`src/rtl/adc_seq_pkg.sv`:
```
package adc_seq_pkg;
  typedef enum logic [1:0] {
    PH_CAPTURE = 2'd0,
    PH_SETTLE  = 2'd1,
    PH_RESOLVE = 2'd2
  } phase_e;
endpackage

```
`src/rtl/therm_enc.sv`:
```
module therm_enc #(
  parameter int CODE_W = 5,
  localparam int NCMP = (1 << CODE_W) + 1
) (
  input  logic [NCMP-1:0]   therm,
  output logic [CODE_W-1:0] code,
  output logic              over,
  output logic              under
);
  always_comb begin
    code  = '0;
    over  = therm[NCMP-1];
    under = (therm == '0);
    // highest asserted bit wins, so a single low bit below it is harmless
    for (int i = 0; i < NCMP - 1; i++)
      if (therm[i]) code = CODE_W'(i);
    if (over) code = '1;
  end

  always_comb begin
    if (!over && !under)
      assert_enc_top_R2: assert (therm[code]);
  end
endmodule

```
`src/rtl/phase_gen.sv`:
```
module phase_gen
  import adc_seq_pkg::*;
(
  input  logic   clk,
  input  logic   rst,
  output phase_e ph,
  output logic   th_hold,
  output logic   cmp_autozero,
  output logic   cmp_strobe,
  output logic   res_sample,
  output logic   res_amplify
);
  always_ff @(posedge clk) begin
    if (rst) ph <= PH_CAPTURE;
    else begin
      case (ph)
        PH_CAPTURE: ph <= PH_SETTLE;
        PH_SETTLE:  ph <= PH_RESOLVE;
        default:    ph <= PH_CAPTURE;
      endcase
    end
  end

  always_comb begin
    th_hold      = (ph == PH_CAPTURE);
    res_sample   = (ph == PH_CAPTURE);
    cmp_autozero = (ph == PH_SETTLE);
    cmp_strobe   = (ph == PH_CAPTURE) || (ph == PH_RESOLVE);
    res_amplify  = (ph == PH_SETTLE) || (ph == PH_RESOLVE);
  end

  assert_wrap_R1: assert property (@(posedge clk) disable iff (rst)
    (ph == PH_RESOLVE) |=> (ph == PH_CAPTURE));
  assert_hold_one_clock_R1: assert property (@(posedge clk) disable iff (rst)
    th_hold |=> !th_hold);
endmodule

```
`src/rtl/two_step_adc_seq.sv`:
```
module two_step_adc_seq
  import adc_seq_pkg::*;
#(
  parameter int CODE_W = 5,
  localparam int NCMP = (1 << CODE_W) + 1,
  localparam int WORD_W = 2 * CODE_W
) (
  input  logic              clk,
  input  logic              rst,
  input  logic [NCMP-1:0]   cmp_therm,
  output logic              th_hold,
  output logic              cmp_autozero,
  output logic              cmp_strobe,
  output logic              res_sample,
  output logic              res_amplify,
  output logic [CODE_W-1:0] tap_sel,
  output logic              out_valid,
  output logic [WORD_W-1:0] out_word,
  output logic              out_ovr
);
  phase_e ph;
  logic [CODE_W-1:0] enc_code, fine_q;
  logic enc_over, enc_under, coarse_ovr, fine_ovr, fine_ok;
  logic [WORD_W-1:0] word_next;
  logic ovr_next;

  phase_gen u_phase (
    .clk(clk), .rst(rst), .ph(ph), .th_hold(th_hold),
    .cmp_autozero(cmp_autozero), .cmp_strobe(cmp_strobe),
    .res_sample(res_sample), .res_amplify(res_amplify)
  );

  therm_enc #(.CODE_W(CODE_W)) u_enc (
    .therm(cmp_therm), .code(enc_code), .over(enc_over), .under(enc_under)
  );

  // assemble from the held coarse/fine pair before the next coarse lands
  always_comb begin
    if (coarse_ovr) begin
      word_next = tap_sel[CODE_W-1] ? {1'b0, {(WORD_W-1){1'b1}}}
                                    : {1'b1, {(WORD_W-1){1'b0}}};
      ovr_next  = 1'b1;
    end else begin
      word_next = {~tap_sel[CODE_W-1], tap_sel[CODE_W-2:0], fine_q};
      ovr_next  = fine_ovr;
    end
  end

  always_ff @(posedge clk) begin
    if (rst) begin
      tap_sel    <= '0;
      coarse_ovr <= 1'b0;
      fine_q     <= '0;
      fine_ovr   <= 1'b0;
      fine_ok    <= 1'b0;
      out_valid  <= 1'b0;
      out_word   <= '0;
      out_ovr    <= 1'b0;
    end else begin
      out_valid <= 1'b0;
      if (ph == PH_CAPTURE) begin
        if (fine_ok) begin
          out_word  <= word_next;
          out_ovr   <= ovr_next;
          out_valid <= 1'b1;
        end
        tap_sel    <= enc_code;
        coarse_ovr <= enc_over | enc_under;
      end
      if (ph == PH_RESOLVE) begin
        fine_q   <= enc_code;
        fine_ovr <= enc_over | enc_under;
        fine_ok  <= 1'b1;
      end
    end
  end

  assert_tap_steady_R4: assert property (@(posedge clk) disable iff (rst)
    (ph != PH_CAPTURE) |=> $stable(tap_sel));
  assert_pulse_single_R8: assert property (@(posedge clk) disable iff (rst)
    out_valid |=> !out_valid);
  assert_word_held_R8: assert property (@(posedge clk) disable iff (rst)
    !out_valid |-> $stable(out_word) && $stable(out_ovr));
  assert_valid_in_settle_R8: assert property (@(posedge clk) disable iff (rst)
    out_valid |-> (ph == PH_SETTLE));
endmodule

```
`config.mk`:
```
export PLATFORM = sky130hd
export DESIGN_NAME = two_step_adc_seq
export DESIGN_NICKNAME = d
export VERILOG_FILES = /design/src/rtl/adc_seq_pkg.sv /design/src/rtl/therm_enc.sv /design/src/rtl/phase_gen.sv /design/src/rtl/two_step_adc_seq.sv
export SDC_FILE = /design/constraint.sdc
export NUM_CORES = 1
export LEC_CHECK = 0
export BUFFER_PORTS_ARGS = -buffer_cell sky130_fd_sc_hd__buf_2
export CAP_MARGIN = 20
export CORE_MARGIN = 2
export CORE_UTILIZATION = 43
export CTS_CLUSTER_SIZE = 30
export DETAILED_ROUTE_END_ITERATION = 8
export PLACE_DENSITY = 0.75
export SYNTH_ARGS = -nofsm -noshare
export SYNTH_HDL_FRONTEND = slang
export SYNTH_SLANG_ARGS = --single-unit
```
`constraint.sdc`:
```
create_clock -name clk -period 1.4 [get_ports clk]
set_input_delay 0.07 -clock clk [delete_from_list [all_inputs] [get_ports clk]]
set_output_delay 0.07 -clock clk [all_outputs]
set_load 0.05 [all_outputs]
```
After elaboration in Yosys (flattened, before gate mapping)
Index checks and enable logic that the tools add are counted.
{ "classes": {"bitwise": 3, "div": 0, "n_mux": 37, "n_shift": 0, "eq_ne": 2, "magnitude_cmp": 0, "reduce_logical": 6, "add_sub_neg": 0, "mul": 0} }
{ "op_table": {"columns": ["cell", "n"], "rows": [
  ["5-bit two-way mux", 17],
  ["33-bit zero test", 1],
  ["4-bit two-way mux", 8],
  ["10-bit two-way mux", 2],
  ["3-bit two-way mux", 4],
  ["2-bit two-way mux", 2],
  ["2-bit case mux with 2 select lines", 1],
  ["1-bit two-way mux", 3],
  ["2-bit by 1-bit == test with 1-bit output, second input constant", 1],
  ["2-bit == test, second input constant", 1],
  ["2-bit zero test", 1],
  ["1-bit logical OR", 2],
  ["1-bit inverter", 2],
  ["2-bit AND reduction", 1],
  ["2-bit OR reduction", 1],
  ["1-bit bitwise OR", 1]
]} }
{ "word_totals": {"register_bits": 27, "mem_bits_ro": 0, "mem_count": 0, "word_cells": 57, "latchBits": 0, "out_inout_bits": 22, "ram_bits": 0} }

Logic depth before layout (Yosys ltp)
Gate-level depths: netlist of run 1.
{ "logic_depth": {"word_depth": 32, "ltp_mapped": 6, "depth_no_buf": 6} }

By module
From an unflattened synthesis of run 1, not the netlist that was laid out.
{ "unflattened": {"hier_cells": 185, "hier_area_um2": 1473.9} }
{ "modules_own_cells": {"columns": ["module", "n_inst", "cells_each", "area_each_um2"], "rows": [
  ["two_step_adc_seq", 1, 109, 970.9],
  ["therm_enc", 1, 65, 391.6],
  ["phase_gen", 1, 11, 111.4]
]} }

Worst setup path after synthesis of run 1
Ideal clock, no wire load.
{ "synth_path": {"kind": "register to output", "from": "reg u_phase.ph[0]", "to": "out cmp_strobe", "setup_slack_ns": -0.357, "stages_incl_launch_ff": 5, "path_buffers": 1, "arrival_time_ns": 1.687, "t_required_ns": 1.330, "cell_sequence": "dfxtp_1 > inv_1 > ha_1 > clkbuf_1 > or2_1"} }
{ "synth_between": {"elab_chain_cells": 2} }
{ "synth_lines": {"columns": ["element", "line", "text"], "rows": [
  ["from (decl)", "phase_gen.sv:6", "output phase_e ph,"],
  ["from (signal assigned)", "phase_gen.sv:14", "if (rst) ph <= PH_CAPTURE;"],
  ["from (signal assigned)", "phase_gen.sv:17", "PH_CAPTURE: ph <= PH_SETTLE;"],
  ["from (signal assigned)", "phase_gen.sv:18", "PH_SETTLE: ph <= PH_RESOLVE;"],
  ["2-bit zero test", null, null],
  ["net res_sample", "two_step_adc_seq.sv:14", "output logic res_sample,"],
  ["1-bit logical OR", "phase_gen.sv:28", "cmp_strobe = (ph == PH_CAPTURE) || (ph == PH_RESOLVE);"],
  ["to (decl)", "two_step_adc_seq.sv:13", "output logic cmp_strobe,"]
]} }
The timed path passes the listed nets, and every way through them passes these cells.

Worst setup path after layout of run 1
{ "layout_path": {"from": "reg u_phase.ph[0]", "to": "out cmp_strobe"} }
{ "layout_between": {"elab_chain_cells": 2} }
{ "layout_lines": {"columns": ["element", "line"], "rows": [
  ["2-bit == test or 2-bit zero test (tied branches)", "phase_gen.sv:28"],
  ["1-bit logical OR (*)", "phase_gen.sv:28"]
]} }
Every way passes the cells marked *; elsewhere a longest branch is shown, timed or not.

==> results of run 1 <==
==> worst max path at each step <==
stage	start	end	slack, ns
floorplan	u_phase.ph[0]	out_word[0]	0.04
global placement	cmp_therm[11]	coarse_ovr	-0.06
detailed placement	cmp_therm[11]	coarse_ovr	-0.12
CTS	u_phase.ph[1]	cmp_strobe	-0.06
finish	u_phase.ph[0]	cmp_strobe	-0.07
global route	u_phase.ph[0]	cmp_strobe	-0.12
==> layout make-up <==
type	instances	area (um^2)	share of cell area, %
clock buffer	3	22.5	1.12
tap	44	55.1	2.75
clock inverter	1	5.00	0.250
inverter	7	26.3	1.31
multi-input combinational	131	820	40.9
sequential	27	543	27.1
timing repair buffer	84	532	26.5
==> metal layers <==
layer  vias to the layer above  part of all wire, %  track usage (%)  routed length (um)
met2                        70                   47             39.2                1740
met4                         0                  2.7             10.6                  99
met5                         -                    0                0                   0
met3                         9                  6.8             2.73                 252
met1                       672                   43             26.8                1590
li1                        793                    -                -                   -
==> power by group through the flow <==
stage                     Clock (W)  Sequential (W)  Combinational (W)
after detailed placement          0        0.000871           0.000589
after CTS                  0.000343        0.000856           0.000638
after global routing       0.000383        0.000864           0.000705
after global placement            0        0.000870           0.000581
final                      0.000341        0.000856           0.000653
after floorplan                   0        0.000985           0.000283
==> flip-flops by register name, summed over array words and instances, names as in the netlist <==
signal,count
out_valid,1
coarse_ovr,1
fine_q,5
u_phase.ph,2
out_ovr,1
tap_sel,5
fine_ok,1
fine_ovr,1
out_word,10
==> placed cells by master (no fill, tap or decap), types with 2 or more instances in the layout <==
cell type	netlist	routed
sky130_fd_sc_hd__a211oi_1	10	10
sky130_fd_sc_hd__nand2b_1	2	2
sky130_fd_sc_hd__o2bb2ai_1	2	2
sky130_fd_sc_hd__a21oi_1	2	2
sky130_fd_sc_hd__dfxtp_1	27	25
sky130_fd_sc_hd__o22ai_1	8	8
sky130_fd_sc_hd__a311oi_1	2	2
sky130_fd_sc_hd__or4_1	2	2
sky130_fd_sc_hd__buf_2	0	53
sky130_fd_sc_hd__nor3_1	9	9
sky130_fd_sc_hd__or3_1	3	3
sky130_fd_sc_hd__nor2b_1	12	12
sky130_fd_sc_hd__nor2_1	36	36
sky130_fd_sc_hd__buf_8	0	4
sky130_fd_sc_hd__mux2i_1	2	2
sky130_fd_sc_hd__clkbuf_4	0	3
sky130_fd_sc_hd__o21ai_0	4	4
sky130_fd_sc_hd__dfxtp_2	0	2
sky130_fd_sc_hd__buf_4	1	26
sky130_fd_sc_hd__nand2_1	8	7
sky130_fd_sc_hd__inv_2	0	2
sky130_fd_sc_hd__inv_1	7	5
sky130_fd_sc_hd__o32ai_1	2	2
sky130_fd_sc_hd__o211ai_1	2	2
sky130_fd_sc_hd__nor4_1	4	4
==> Yosys cell counts (2+ instances only) <==
cell | instances | area, um^2
sky130_fd_sc_hd__inv_1 | 7 | 26.3
sky130_fd_sc_hd__or4_1 | 2 | 15.0
sky130_fd_sc_hd__dfxtp_1 | 27 | 541
sky130_fd_sc_hd__nor4_1 | 4 | 25.0
sky130_fd_sc_hd__nor2b_1 | 12 | 75.1
sky130_fd_sc_hd__a211oi_1 | 10 | 75.1
sky130_fd_sc_hd__o22ai_1 | 8 | 50.1
sky130_fd_sc_hd__a21oi_1 | 2 | 10.0
sky130_fd_sc_hd__o32ai_1 | 2 | 17.5
sky130_fd_sc_hd__clkbuf_1 | 5 | 18.8
sky130_fd_sc_hd__a311oi_1 | 2 | 17.5
sky130_fd_sc_hd__ha_1 | 3 | 37.5
sky130_fd_sc_hd__mux2i_1 | 2 | 20.0
sky130_fd_sc_hd__o211ai_1 | 2 | 15.0
sky130_fd_sc_hd__o21ai_0 | 4 | 20.0
sky130_fd_sc_hd__buf_1 | 2 | 7.51
sky130_fd_sc_hd__nand2b_1 | 2 | 12.5
sky130_fd_sc_hd__or3_1 | 3 | 18.8
sky130_fd_sc_hd__o2bb2ai_1 | 2 | 17.5
sky130_fd_sc_hd__nand2_1 | 8 | 30.0
sky130_fd_sc_hd__nor3_1 | 9 | 45.0
sky130_fd_sc_hd__nor2_1 | 36 | 135
==> through the flow <==
stage / std cells / setup slack [ns] / util (%) / total power [W] / TNS (ns)
global route: 297 / -0.123 / 65.1 / 0.00195 / -0.177
detailed placement: 288 / -0.121 / 61.4 / 0.00146 / -0.270
global placement: 288 / -0.0573 / 61.4 / 0.00145 / -0.106
CTS: 296 / -0.0617 / 64.4 / 0.00184 / -0.0617
finish: 297 / -0.0704 / 65.1 / 0.00185 / -0.0704
floorplan: 173 / 0.0433 / - / 0.00127 / 0
==> logic make-up (layout without fill, tap and decap cells) <==
family / count (synthesis) / count (layout) / synth area share, %
AO/OA/AOI/OAI: 42 / 42 / 21.5
adder cells (fa/ha/maj): 3 / 3 / 2.68
buffers and inverters: 15 / 95 / 4.29
flip-flops: 27 / 27 / 38.6
multiplexers: 2 / 2 / 1.43
AND/OR/NAND/NOR: 84 / 84 / 31.5
==> critical path: stages, from the launching register on <==
cell                      delay, ns
sky130_fd_sc_hd__dfxtp_2       0.37
sky130_fd_sc_hd__inv_2         0.05
sky130_fd_sc_hd__ha_4          0.16
sky130_fd_sc_hd__buf_8         0.12
sky130_fd_sc_hd__or2_4         0.23
sky130_fd_sc_hd__buf_8         0.15
==> what timing repair did <==
item | in CTS | in global routing
setup buffers | 4 | 1
setup endpoints to repair | 3 | 8
gates resized for setup | 14 | 4
gates cloned | 0 | 0
==> metrics.sh, run 1 <==
STATUS='finished with violations'
FAILED_CHECKS='negative setup slack'
SYNTH_AREA_UM2=1400
SYN_AVG_CELL_AREA_UM2=8.09
SHARE_COMB_OF_TOTAL_POWER_PCT=35.3
SWITCHING_SHARE_PCT=35.8
TOP_LEVEL_PORTS=57
AREA.GROWTH.SYNTH_TO_FINAL_PCT=43.1
SYNTH_EDF_COUNT=0
COREAREA_UM2=3080
PEAKVDDDROP_V=0.000398
CTS.HOLD.BUFFERS_ADDED=0
WORST_PIN_SLEW_NS=0.366
DIE_H_UM=61.1
DR_TOTAL_VIAS=1544
R2R-START='u_phase.ph[0]'
PLACE.DETAILED.HPWL_UM=2930
DETAIL_ROUTE.FIRST_PASS.ITERATIONS=4
CRITICAL_PATH_ARRIVAL_NS=1.40
NUMBER_OF_ANTENNA_CELLS_INSERTED=0
SHARE_OF_FINAL_LAYOUT_STANDARD_CELLS_STRONGER_THAN_DRIVE_STRENGTH_1_PCT=39.5
SYNTH-ASYNC-RESET-RATIO_PCT=0
WORST_SKEW_PAIR.LATE_LATENCY_NS=0.33
GLOBAL_ROUTE.USAGE.TOTAL_PCT=22.3
NUMBER_OF_BUFFERS_ON_THE_LONGEST_CLOCK_PATH=2
ROW_COUNT=20
CLOCK_POWER_SHARE_PCT=18.4
FINAL_NET_COUNT=292
HOLDCRITPATHCLASS='input port to flop'
ANTENNA_VIOLATIONS_BEFORE_REPAIR=0
FINALWORSTSETUPSLACK_NS=-0.0704
POST_ROUTE_WORST_HOLD_SLACK_NS=0.0857
SYNTH.LIB_CELLS_USED.DISTINCT=41
SEQPWRFRAC_PCT=46.3
YS_SEQ_ELEMENTS=27
DR.FIRST_ITER.DRC_COUNT=56
MAPPEDNETLISTNETS=211
FIN_CRIT_SH_PCT=105
SLEW_HEADROOM_PCT=75.4
WHS_ENDPOINT='out_word[1]'
FINAL-SETUP-VIOL-COUNT=1
FP.DIEW_UM=61.1
YOSYS_WARNINGS=0
RRSETUPSLACK_NS=0.11
NUMCLOCKSINKS=27
ROOT_BUFFER_CELL='sky130_fd_sc_hd__clkbuf_4'
DETAIL_ROUTE.WIRELENGTH_UM=3680
P_INT_W=0.00119
WORST_REG2REG_PATH_LENGTH_IN_CELLS=6
SYNTH_SEQUENTIAL_AREA_RATIO_PCT=38.6
FLOORPLAN.INITIALDENSITY_PCT=45.5
NUMBER_OF_MAXIMUM_CAPACITANCE_VIOLATIONS=0
CRITPATHKIND='flop to primary output'
REMAINING_DRC_ERRORS=0
CTS_TREE='built'
POST_SYNTH_INST_COUNT=173
HOLDCRITSTARTPOINT='rst'
FMAX_MHz=680
FINALCRITICALPERIOD_NS=1.47
MIN_DELAY_PATH_DEPTH=2
PORT_BUFFERS=56
CLOCK_SKEW_NS=0.00131
SWITCHINGPOWER_W=0.000662
POWER.STATIC_LEAKAGE_nW=0.883
VIASPERCELL=5.20
NUM-FILL-CELLS=288
PLACED_AREA_UM2=1890
CTS_INSERTED_BUFFERS=3
GRT_START_MAX_NET_PINS=18
FINAL-MAX-SLEW-VIOLATION-COUNT=0
PLACE_CONGESTION=0.783
POSTSYNTH.TOPFLOPCELL='sky130_fd_sc_hd__dfxtp_1'
WORSTREG2REGEND='out_word[8]'
CRIT_START_CATEGORY='flop'
TIMING.CRITICAL_PATH.REQUIRED_NS=1.33
GRT_SETUP_UNREPAIRED='true'
CP-END-KIND='primary output'
DESIGN.DIE.AREA_UM2=3730
REMAINING_GLOBAL_ROUTE_OVERFLOW=0
POWER.DENSITY_CELL_AREA_nW_PER_UM2=924
DRT.ANTENNA.VIOLATING_NETS=0
GRT_FIRST_PASS_WIRELENGTH_UM=6300
VIAS_IN_THE_FIRST_GLOBAL_ROUTE=1451
ROUTE.DETAILED.WL_PER_INST_UM=12.4
HOLD_VIOLATIONS=0
HTREE_NUM_LEVELS=1
CRITICAL_PATH_PEAK_FANOUT=3
CTS.REPORTEDPATHS.CLKPINSLEW_NS=0.14
FINAL_AREA_UM2=2000
Power figures use the tool's default switching activity.
==> inputs of run 2 (changes only) <==
==> constraint.sdc (replaced) <==
create_clock -name clk -period 1.4 [get_ports clk]
set_input_delay 0.07 -clock clk [delete_from_list [all_inputs] [get_ports clk]]
set_output_delay 0.07 -clock clk [all_outputs]
set_load 0.1 [all_outputs]
==> metrics.sh, run 2 (synthesis results as in run 1) <==
STATUS='finished with violations'
FAILED_CHECKS='negative setup slack'
FINAL_UTIL_PCT=67.7
DETAIL_ROUTE.WIRELENGTH_UM=3520
POWER.DENSITY_CELL_AREA_nW_PER_UM2=1000
NUM-FILL-CELLS=275
GRT_SETUP_UNREPAIRED='true'
LARGEST-REGISTER='out_word'
POWER.STATIC_LEAKAGE_nW=0.903
MIN_DELAY_PATH_DEPTH=2
REMAINING_DRC_ERRORS=0
FINALCRITICALPERIOD_NS=1.48
LAYOUT.CELLS.NON_FILLER=297
FMAX_MHz=678
REGISTERS_WITH_THE_MOST_FLIP_FLOPS='out_word (10), fine_q (5), tap_sel (5)'
DETAIL_ROUTE.FIRST_PASS.ITERATIONS=4
SEQPWRFRAC_PCT=41.6
GRT_FIRST_PASS_WIRELENGTH_UM=5870
DR.FIRST_ITER.DRC_COUNT=70
NUMBER_OF_BUFFERS_ON_THE_LONGEST_CLOCK_PATH=2
COREAREA_UM2=3080
P_INT_W=0.00123
CLOCK_POWER_SHARE_PCT=15.9
FINAL_AREA_UM2=2080
PEAKVDDDROP_V=0.000394
REMAINING_GLOBAL_ROUTE_OVERFLOW=0
CTS_INSERTED_BUFFERS=3
DP_WORST_SETUP_SLACK_NS=-0.0979
FINALWORSTSETUPSLACK_NS=-0.0751
FLOORPLAN.INITIALDENSITY_PCT=45.5
MOSTFREQUENTLAYOUTCELLS='sky130_fd_sc_hd__buf_2, sky130_fd_sc_hd__nor2_1, sky130_fd_sc_hd__buf_4'
VIAS_IN_THE_FIRST_GLOBAL_ROUTE=1406
LAYOUT_COMMONEST_CELL='sky130_fd_sc_hd__buf_2'
SHARE_OF_FINAL_LAYOUT_STANDARD_CELLS_STRONGER_THAN_DRIVE_STRENGTH_1_PCT=41.5
CTS.REPORTEDPATHS.CLKPINSLEW_NS=0.13
CRIT_START_CATEGORY='flop'
FINAL_NET_COUNT=292
SWITCHINGPOWER_W=0.000857
SWITCHING_SHARE_PCT=41.1
FP.DIEW_UM=61.1
PORT_BUFFERS=56
CLOCK_SKEW_NS=0.0131
DR_TOTAL_VIAS=1523
NUMCLOCKSINKS=27
GLOBAL_ROUTE.USAGE.TOTAL_PCT=20.9
CRITPATHKIND='flop to primary output'
ROUTE.DETAILED.WL_PER_INST_UM=11.8
FINAL-MAX-SLEW-VIOLATION-COUNT=0
FINAL-SETUP-VIOL-COUNT=1
ANTENNA_VIOLATIONS_BEFORE_REPAIR=0
DESIGN.DIE.AREA_UM2=3730
LARGEST_REGISTER_FFS=10
FIN_CRIT_SH_PCT=105
DRT.ANTENNA.VIOLATING_NETS=0
NUMBER_OF_MAXIMUM_CAPACITANCE_VIOLATIONS=0
DIE_H_UM=61.1
ROW_COUNT=20
CTS_TREE='built'
WORST_PIN_SLEW_NS=0.489
HOLDCRITPATHCLASS='input port to flop'
HTREE_NUM_LEVELS=1
CRITICAL_PATH_PEAK_FANOUT=2
SHARE_COMB_OF_TOTAL_POWER_PCT=42.6
HOLD_VIOLATIONS=0
PLACED_AREA_UM2=1960
CRITICAL_PATH_ARRIVAL_NS=1.41
TOP_LEVEL_PORTS=57
NUMBER_OF_ANTENNA_CELLS_INSERTED=0
TIMING.CRITICAL_PATH.REQUIRED_NS=1.33
WORST_SKEW_PAIR.LATE_LATENCY_NS=0.32
TOTAL_POWER_W=0.00209
AREA.GROWTH.SYNTH_TO_FINAL_PCT=48.8
SLEW_HEADROOM_PCT=67.7
PLACE_CONGESTION=0.838
PLACE.DETAILED.HPWL_UM=2730
GRT_START_MAX_NET_PINS=18
CP-END-KIND='primary output'
PLACE_INST=284
VIASPERCELL=5.13
CTS.HOLD.BUFFERS_ADDED=0
WORST_REG2REG_PATH_LENGTH_IN_CELLS=7
ROOT_BUFFER_CELL='sky130_fd_sc_hd__clkbuf_4'
-- run 2: cell type report --
class	instances	area, um^2	area share [%]
clock buffers	3	22.5	1.08
repair buffers	83	571	27.4
inverters	7	28.8	1.38
flip-flops and latches	27	546	26.2
multi-input cells	132	853	41.0
well taps	44	55.1	2.64
clock inverters	1	7.51	0.360
-- run 2: power groups by stage --
stage                     clock network (W)  logic (W)  registers, W
after floorplan                           0   0.000363       0.00111
after global routing               0.000373   0.000942      0.000874
after detailed placement                  0   0.000852      0.000880
final                              0.000331   0.000887      0.000867
after global placement                    0   0.000847      0.000879
after CTS                          0.000344   0.000879      0.000865
-- run 2: metrics by stage --
step,hold WS [ns],setup TNS [ns]
floorplan,0.153,-0.0292
global placement,0.427,-0.0923
detailed placement,0.433,-0.209
CTS,0.0952,-0.0926
global route,0.115,-0.156
finish,0.105,-0.0751
-- run 2: final timing paths --
kind | start | to | slack [ns]
worst max-delay path | u_phase.ph[0] | cmp_strobe | -0.08
worst min register to register | tap_sel[4] | out_word[9] | 0.46
worst min-delay path | rst | u_phase.ph[1] | 0.10
worst max register to register | u_phase.ph[0] | out_word[0] | 0.03
-- run 2: per-layer routing --
metal  wire [um]  global-route usage [%]  part of all wire [%]
met2        1710                    36.6                    49
met3         263                    3.15                   7.5
met5           0                       0                     0
met4          53                    9.01                   1.5
met1        1490                    25.2                    42
-- run 2: worst max-delay path, stage by stage (launching register included) --
cell,delay (ns)
sky130_fd_sc_hd__dfxtp_2,0.37
sky130_fd_sc_hd__inv_4,0.05
sky130_fd_sc_hd__ha_4,0.16
sky130_fd_sc_hd__buf_12,0.12
sky130_fd_sc_hd__or2_4,0.23
sky130_fd_sc_hd__buf_12,0.16
-- run 2: timing repair --
item / in CTS / in global routing
buffers inserted: 5 / 3
setup endpoints to repair: 1 / 10
gates cloned: 0 / 1
pin swaps: 2 / 1
gates resized for setup: 8 / 1
